**src/rtl/bcg_pkg.sv**
```systemverilog
`timescale 1ns/1ps
package bcg_pkg;
    localparam int DATA_W = 32;
    localparam int CFG_W  = 3;

    typedef struct packed {
        logic wake_en;
        logic auto_dis;
        logic run;
    } br_cfg_t;

    typedef enum logic [1:0] {
        ST_ON  = 2'd0,
        ST_REQ = 2'd1,
        ST_OFF = 2'd2
    } br_state_t;

    localparam br_cfg_t CFG_RESET = '{wake_en: 1'b0, auto_dis: 1'b0, run: 1'b1};

    function automatic logic stop_wanted(input br_cfg_t c, input logic sleep);
        return !c.run || (c.wake_en && sleep);
    endfunction
endpackage

```
**src/rtl/bcg_regs.sv**
```systemverilog
`timescale 1ns/1ps
module bcg_regs
    import bcg_pkg::*;
#(
    parameter int NUM_BR = 4,
    parameter int ADDR_W = 4
) (
    input  logic                     clk,
    input  logic                     rst,
    input  logic [ADDR_W-1:0]        cfg_addr,
    input  logic                     cfg_wr,
    input  logic [DATA_W-1:0]        cfg_wdata,
    output logic [DATA_W-1:0]        cfg_rdata,
    output br_cfg_t [NUM_BR-1:0]     cfg
);
    logic unused_hi;
    assign unused_hi = ^cfg_wdata[DATA_W-1:CFG_W];

    for (genvar i = 0; i < NUM_BR; i++) begin : g_reg
        always_ff @(posedge clk) begin
            if (rst) begin
                cfg[i] <= CFG_RESET;
            end else if (cfg_wr && cfg_addr == ADDR_W'(i)) begin
                cfg[i] <= br_cfg_t'(cfg_wdata[CFG_W-1:0]);
            end
        end
    end

    always_comb begin
        cfg_rdata = '0;
        for (int i = 0; i < NUM_BR; i++) begin
            if (cfg_addr == ADDR_W'(i)) begin
                cfg_rdata = {{(DATA_W-CFG_W){1'b0}}, cfg[i]};
            end
        end
    end
endmodule

```
**src/rtl/bcg_sleep_ctl.sv**
```systemverilog
`timescale 1ns/1ps
module bcg_sleep_ctl (
    input  logic clk,
    input  logic rst,
    input  logic pwr_down,
    input  logic wake_evt,
    output logic sleep
);
    logic woken_q;

    always_ff @(posedge clk) begin
        if (rst || !pwr_down) begin
            woken_q <= 1'b0;
        end else if (wake_evt) begin
            woken_q <= 1'b1;
        end
    end

    assign sleep = pwr_down && !woken_q && !wake_evt;
endmodule

```
**src/rtl/bcg_branch.sv**
```systemverilog
`timescale 1ns/1ps
module bcg_branch
    import bcg_pkg::*;
(
    input  logic    clk,
    input  logic    rst,
    input  br_cfg_t cfg,
    input  logic    sleep,
    input  logic    ack,
    output logic    clk_en,
    output logic    req
);
    br_state_t state_q, state_d;
    logic      stop;

    assign stop = stop_wanted(cfg, sleep);

    always_comb begin
        state_d = state_q;
        unique case (state_q)
            ST_ON: begin
                if (stop) state_d = cfg.auto_dis ? ST_REQ : ST_OFF;
            end
            ST_REQ: begin
                if (!stop)    state_d = ST_ON;
                else if (ack) state_d = ST_OFF;
            end
            ST_OFF: begin
                if (!stop) state_d = ST_ON;
            end
            default: state_d = ST_ON;
        endcase
    end

    always_ff @(posedge clk) begin
        if (rst) state_q <= ST_ON;
        else     state_q <= state_d;
    end

    assign clk_en = (state_q != ST_OFF);
    assign req    = (state_q == ST_REQ);
endmodule

```
**src/rtl/bcg_top.sv**
```systemverilog
`timescale 1ns/1ps
module bcg_top
    import bcg_pkg::*;
#(
    parameter int NUM_BR = 4,
    parameter int ADDR_W = 4
) (
    input  logic              clk,
    input  logic              rst,
    input  logic [ADDR_W-1:0] cfg_addr,
    input  logic              cfg_wr,
    input  logic [31:0]       cfg_wdata,
    output logic [31:0]       cfg_rdata,
    input  logic              pwr_down,
    input  logic              wake_evt,
    input  logic [NUM_BR-1:0] bus_dis_ack,
    output logic [NUM_BR-1:0] bus_dis_req,
    output logic [NUM_BR-1:0] clk_en,
    output logic [NUM_BR-1:0] br_running,
    output logic              base_running
);
    br_cfg_t [NUM_BR-1:0] cfg;
    logic                 sleep;

    bcg_regs #(.NUM_BR(NUM_BR), .ADDR_W(ADDR_W)) u_regs (
        .clk(clk), .rst(rst), .cfg_addr(cfg_addr), .cfg_wr(cfg_wr),
        .cfg_wdata(cfg_wdata), .cfg_rdata(cfg_rdata), .cfg(cfg)
    );

    bcg_sleep_ctl u_sleep (
        .clk(clk), .rst(rst), .pwr_down(pwr_down), .wake_evt(wake_evt), .sleep(sleep)
    );

    for (genvar i = 0; i < NUM_BR; i++) begin : g_br
        bcg_branch u_br (
            .clk(clk), .rst(rst), .cfg(cfg[i]), .sleep(sleep),
            .ack(bus_dis_ack[i]), .clk_en(clk_en[i]), .req(bus_dis_req[i])
        );
    end

    assign br_running   = clk_en;
    assign base_running = |br_running;
endmodule

```
**config.mk**
```make
export PLATFORM = sky130hd
export DESIGN_NAME = bcg_top
export DESIGN_NICKNAME = d
export VERILOG_FILES = /design/src/rtl/bcg_pkg.sv /design/src/rtl/bcg_regs.sv /design/src/rtl/bcg_sleep_ctl.sv /design/src/rtl/bcg_branch.sv /design/src/rtl/bcg_top.sv
export SDC_FILE = /design/constraint.sdc
export NUM_CORES = 1
export LEC_CHECK = 0
export CAP_MARGIN = 20
export CORE_MARGIN = 2
export CORE_UTILIZATION = 30
export DETAILED_ROUTE_END_ITERATION = 6
export DONT_BUFFER_PORTS = 1
export PLACE_DENSITY = 0.46
export SYNTH_ARGS = -nofsm -noshare
export SYNTH_HDL_FRONTEND = slang
export SYNTH_SLANG_ARGS = --single-unit
```
**constraint.sdc**
```tcl
create_clock -name clk -period 1.7 [get_ports clk]
set_input_delay 0.34 -clock clk [delete_from_list [all_inputs] [get_ports clk]]
set_output_delay 0.34 -clock clk [all_outputs]
set_load 0.005 [all_outputs]
```
## After elaboration in Yosys (flattened, before gate mapping)

Cells that the tools add are included.

| storage, ports and cells | value |
|---|---|
| bits of input ports | 45 |
| RAM bits | 0 |
| memory bits (read-only) | 0 |
| word-level logic and storage cells | 104 |
| bits in latches | 0 |
| memories | 0 |
| register bits | 21 |
| output and inout bits | 45 |

| operators by class | value |
|---|---|
| bitwise operators | 0 |
| reduce and logical (&&, ||, !) cells | 32 |
| shift-type cells | 0 |
| equal/unequal tests | 27 |
| div/mod/pow operators | 0 |
| magnitude comparators | 0 |
| $mul | 0 |
| muxes and demuxes | 28 |
| $add $sub $neg | 0 |

Operators by type and width:

| cell | count |
|---|---|
| two-way mux 2 bit | 20 |
| case mux 2 bit (3 select lines) | 4 |
| inequality test 2 bit (second input constant) | 8 |
| two-way mux 3 bit | 4 |
| inequality test 3 bit (second input constant) | 4 |
| AND reduction 3 bit | 4 |
| logical AND 1 bit | 10 |
| == test 2 x 1 -> 1 bit (second input constant) | 4 |
| == test 2 bit (second input constant) | 4 |
| == test 4 x 2 -> 1 bit (second input constant) | 2 |
| logical NOT 2 bit | 4 |
| inequality test 2 x 1 -> 1 bit (second input constant) | 4 |
| logical NOT 1 bit | 7 |
| logical OR 1 bit | 5 |
| == test 4 x 1 -> 1 bit (second input constant) | 1 |
| logical NOT 4 bit | 1 |
| OR reduction 4 bit | 1 |

## Longest topological paths before layout

Gate-level depths: netlist (run 1).

| depth | value |
|---|---|
| word-level depth | 7 |
| gate-level depth with buffers | 4 |
| mapped depth without buffers | 3 |

## Hierarchy

Synthesis (run 1) repeated with hierarchy kept, for this count alone.

| second synthesis, totals | value |
|---|---|
| cell total of the unflattened synthesis | 141 |
| area total of the unflattened synthesis | 1292.5 sq um |

By module, submodules not included:

| module | cells an instance | instances | area each (sq um) | sequential area each (sq um) |
|---|---|---|---|---|
| bcg_regs | 84 | 1 | 815.8 | 240.2 |
| bcg_branch | 12 | 4 | 100.1 | 40.0 |
| bcg_sleep_ctl | 4 | 1 | 38.8 | 20.0 |
| bcg_top | 5 | 1 | 37.5 | 0.0 |

## Least setup slack after synthesis (run 1)

Ideal clock, no wire load.

| timing | value |
|---|---|
| path type | input to output |
| from | input cfg_addr[1] |
| to | output cfg_rdata[1] |
| required time | 1360 ps |
| arrival | 1077 ps |
| buffers on the path | 1 |
| stages on the path | 3 |
| slack | 283 ps |
| path through | buf_6 mux4_2 and2_1 |

| on the way | value |
|---|---|
| cells in the longest elaborated chain, start to end | 5 |
| elaborated cells on any way between the ends | 8 |
| classes of those cells | eq/ne (3); mux (4); reduce/logical (1) |

RTL lines:

| what | line | source |
|---|---|---|
| start: declaration | bcg_top.sv:10 | `input logic [ADDR_W-1:0] cfg_addr,` |
| logical NOT 4 bit | bcg_regs.sv:32 | `if (cfg_addr == ADDR_W'(i)) begin` |
| two-way mux 3 bit (3 in a row) | bcg_regs.sv:32 |  |
| two-way mux 3 bit * | bcg_regs.sv:32 |  |
| end: declaration | bcg_top.sv:13 | `output logic [31:0] cfg_rdata,` |

Every way passes the cells marked *; elsewhere a longest branch is shown, timed or not.

## Worst setup path in the final report (run 1)

| timing | value |
|---|---|
| from | register g_br[3].u_br.state_q[0] |
| to | output base_running |

| on the way | value |
|---|---|
| cells in the longest elaborated chain, start to end | 2 |

RTL lines:

| what | line | source |
|---|---|---|
| start: declaration | bcg_branch.sv:13 | `br_state_t state_q, state_d;` |
| start signal: assignment | bcg_branch.sv:37 | `else state_q <= state_d;` |
| inequality test 2 bit | bcg_branch.sv:40 | `assign clk_en = (state_q != ST_OFF);` |
| named net br_running[3] | bcg_top.sv:19 | `output logic [NUM_BR-1:0] br_running,` |
| OR reduction 4 bit | bcg_top.sv:42 | `assign base_running = \|br_running;` |
| end: declaration | bcg_top.sv:20 | `output logic base_running` |

The timed path passes the listed nets, and every way through them passes these cells.

==> impl_metrics.ini, run 1 <==
[status]
status = finished clean

[synth]
ys_seq_elements = 21
synthTopCellsByCount = buf_4 (41), dfxtp_1 (21), mux2i_1 (12), nand2_1 (12), nor2_1 (10)
ys_seq_area_share_pct = 31.2
synth_edf_count = 0
synth_area_mm2 = 0.00135
synth_warnings = 0
async_flop_share_pct = 0
synthDistinctLibCells = 33
netlist_instances = 142
synth_top_area_share_pct = 31.2
synth.area.top_cells = dfxtp_1 (31%), buf_4 (23%), mux2i_1 (8.9%)
synth_area_per_cell_um2 = 9.49
synth.largest_area_cell = dfxtp_1
synth_ff_type = dfxtp_1
yosysMostFrequentCell = buf_4

[global_route]
grt_first_pass_wirelength_mm = 3.60
grt_max_degree = 13
antenna_found_initial = 0
grt_pass1_vias = 745
grt.overflow.total = 0
track_usage_pct = 9.32

[place]
dp_cells = 179
place_ws_ns = 0.267
io_buffers = 0
post-dp-hpwl_mm = 1.96
gp_congestion = 0.746

[power_and_ir_drop]
swShare_pct = 23.2
p_int_w = 0.000682
switching_power_w = 0.000205
clkPwrFrac_pct = 36.8
power_leakage_nw = 0.553
seqPwrFrac_pct = 56.6
max-vdd-ir-drop_mv = 0.350
power_frac_comb_pct = 6.6
finalPower_w = 0.000887
powerDensity_mw_per_mm2 = 695

[critical_path]
crit_required_ns = 1.36
end_kind = primary output
critPathKind = flop to primary output
ff2ff_setup_slack_ns = 0.48
start_kind = flop
crit_arrival_ns = 1.32
critPathMaxFanout = 6

[sta]
setup_viol = 0
finalCritPeriodShare_pct = 97.7
max_freq_ghz = 0.602
skew_ns = 0.00676
drv_slew = 0
fin_crit_ns = 1.66
hold_violations = 0
setup_ws_ns = 0.0390
rsz0062_at_grt = true

[clock_network]
htreeDepth = 1
cts_buffers = 3
numClockSinks = 21
insertion_delay_ns = 0.26
cts_root_buf = clkbuf_8
cts.clk_slew.worst_paths_ns = 0.08
cts_buffer_depth = 2
cts_tree = yes

[floorplanning]
fp.dieW_um = 71.0
die_y_um = 71.0
die_area_mm2 = 0.00504
io_pins = 90
placementRows = 24
start_util_pct = 30.9
core_mm2 = 0.00435

[job]
maxCapViolCount = 0

[hold_path]
hold_path_class = input port to flop

[routing]
route.detailed.drc = 0
ant_nets = 0
first_pass_iters = 3
initialDrtViolationCount = 24
drt-wirelength-per-cell_um = 12.9
route.detailed.vias_per_inst = 4.38
wl_mm = 2.38
dr_total_vias = 806

[final_layout]
layout-drive-gt1-share_pct = 18.2
final_cell_count_no_fill = 184
fillers = 458
antenna_cells = 0
area_delta_synth_final_pct = -5.29
final_nets = 178
[worst max-delay path, stage by stage, from the launching register on]
cell and delay, ns:
dfxtp_2 0.35, or2b_1 0.28, or4_4 0.43
[placed cells by master, fill, tap and decap left out, types with 2 or more instances in the layout]
cell	instances
nand2b_4	3
buf_4	2
conb_1	29
a211oi_1	2
nor3b_1	2
dfxtp_2	6
clkbuf_8	3
a31oi_1	3
and2_1	3
mux2i_1	12
nor2b_1	4
mux4_2	2
dfxtp_1	15
nand2_1	12
nand2b_1	4
a2111oi_2	3
nor2_1	10
[per-layer routing]
metal  GRT usage (%)  wire length [um]
met5               0                 0
met4            3.14                26
met3            4.27               200
met2            13.6              1090
met1            12.2              1060
[what timing repair did]
item	CTS	global route
hold buffers	0	0
resized for setup	5	5
endpoints found under the setup margin	1	1
buffers inserted	0	1
[cell type report]
class / count / area (um2) / share of cell area, %
multi-input combinational: 104 / 718 / 56.3
sequential: 21 / 428 / 33.5
tap: 52 / 65.1 / 5.10
clock buffer: 3 / 41.3 / 3.24
timing repair buffer: 2 / 15.0 / 1.18
clock inverter: 1 / 5.00 / 0.392
inverter: 1 / 3.75 / 0.294
[power by group through the flow]
stage,combinational [W],clock (W),sequential [W]
final,0.0000588,0.000326,0.000502
after global routing,0.0000669,0.000362,0.000503
after CTS,0.0000572,0.000337,0.000502
after detailed placement,0.0000568,0,0.000514
after global placement,0.0000560,0,0.000514
after floorplan,0.000104,0,0.000513
[path summary, 6_finish.rpt]
check	cells past startpoint	startpoint	endpoint
worst max-delay path	2	g_br[3].u_br.state_q[0]	base_running
worst min-delay path	1	rst	g_br[0].u_br.state_q[0]
worst max register to register	3	u_sleep.woken_q	g_br[3].u_br.state_q[0]
worst min register to register	2	u_regs.cfg[8]	u_regs.cfg[8]
[registers in the layout (all words and copies together) (netlist names)]
| name | flops |
|---|---|
| u_regs.cfg | 12 |
| g_br.u_br.state_q | 8 |
| u_sleep.woken_q | 1 |
[stage by stage]
stage           TNS, ns  util, %  hold slack, ns  instance area [um2]
2_1_floorplan         0        -           0.419                 1450
3_3_place_gp          0     27.5           0.424                 1200
3_5_place_dp          0     27.5           0.428                 1200
4_1_cts               0     28.9           0.144                 1260
5_1_grt        -0.00614     29.3           0.136                 1280
6_report              0     29.3           0.147                 1280
[kinds of logic (layout without fill, tap and decap cells)]
kind of cell	count (synthesis)	count (layout)	synth area share (%)
other	1	29	0.278
AOI/OAI and AO/OA	13	13	8.82
DFF	21	21	31.2
and+or+nand+nor	47	47	20.8
muxes	15	15	14.2
buffers and inverters	45	7	24.7
No activity file was read; power rests on OpenSTA's default activity.
==> inputs of run 2 (changes only) <==
--- a/config.mk
+++ b/config.mk
@@ -5,6 +5,7 @@
 export SDC_FILE = /design/constraint.sdc
 export NUM_CORES = 1
 export LEC_CHECK = 0
+export ABC_CLOCK_PERIOD_IN_PS = 1700
 export CAP_MARGIN = 20
 export CORE_MARGIN = 2
 export CORE_UTILIZATION = 30
==> results of run 2 <==
The final DEF is identical to that of run 1; final timing and power are the same.
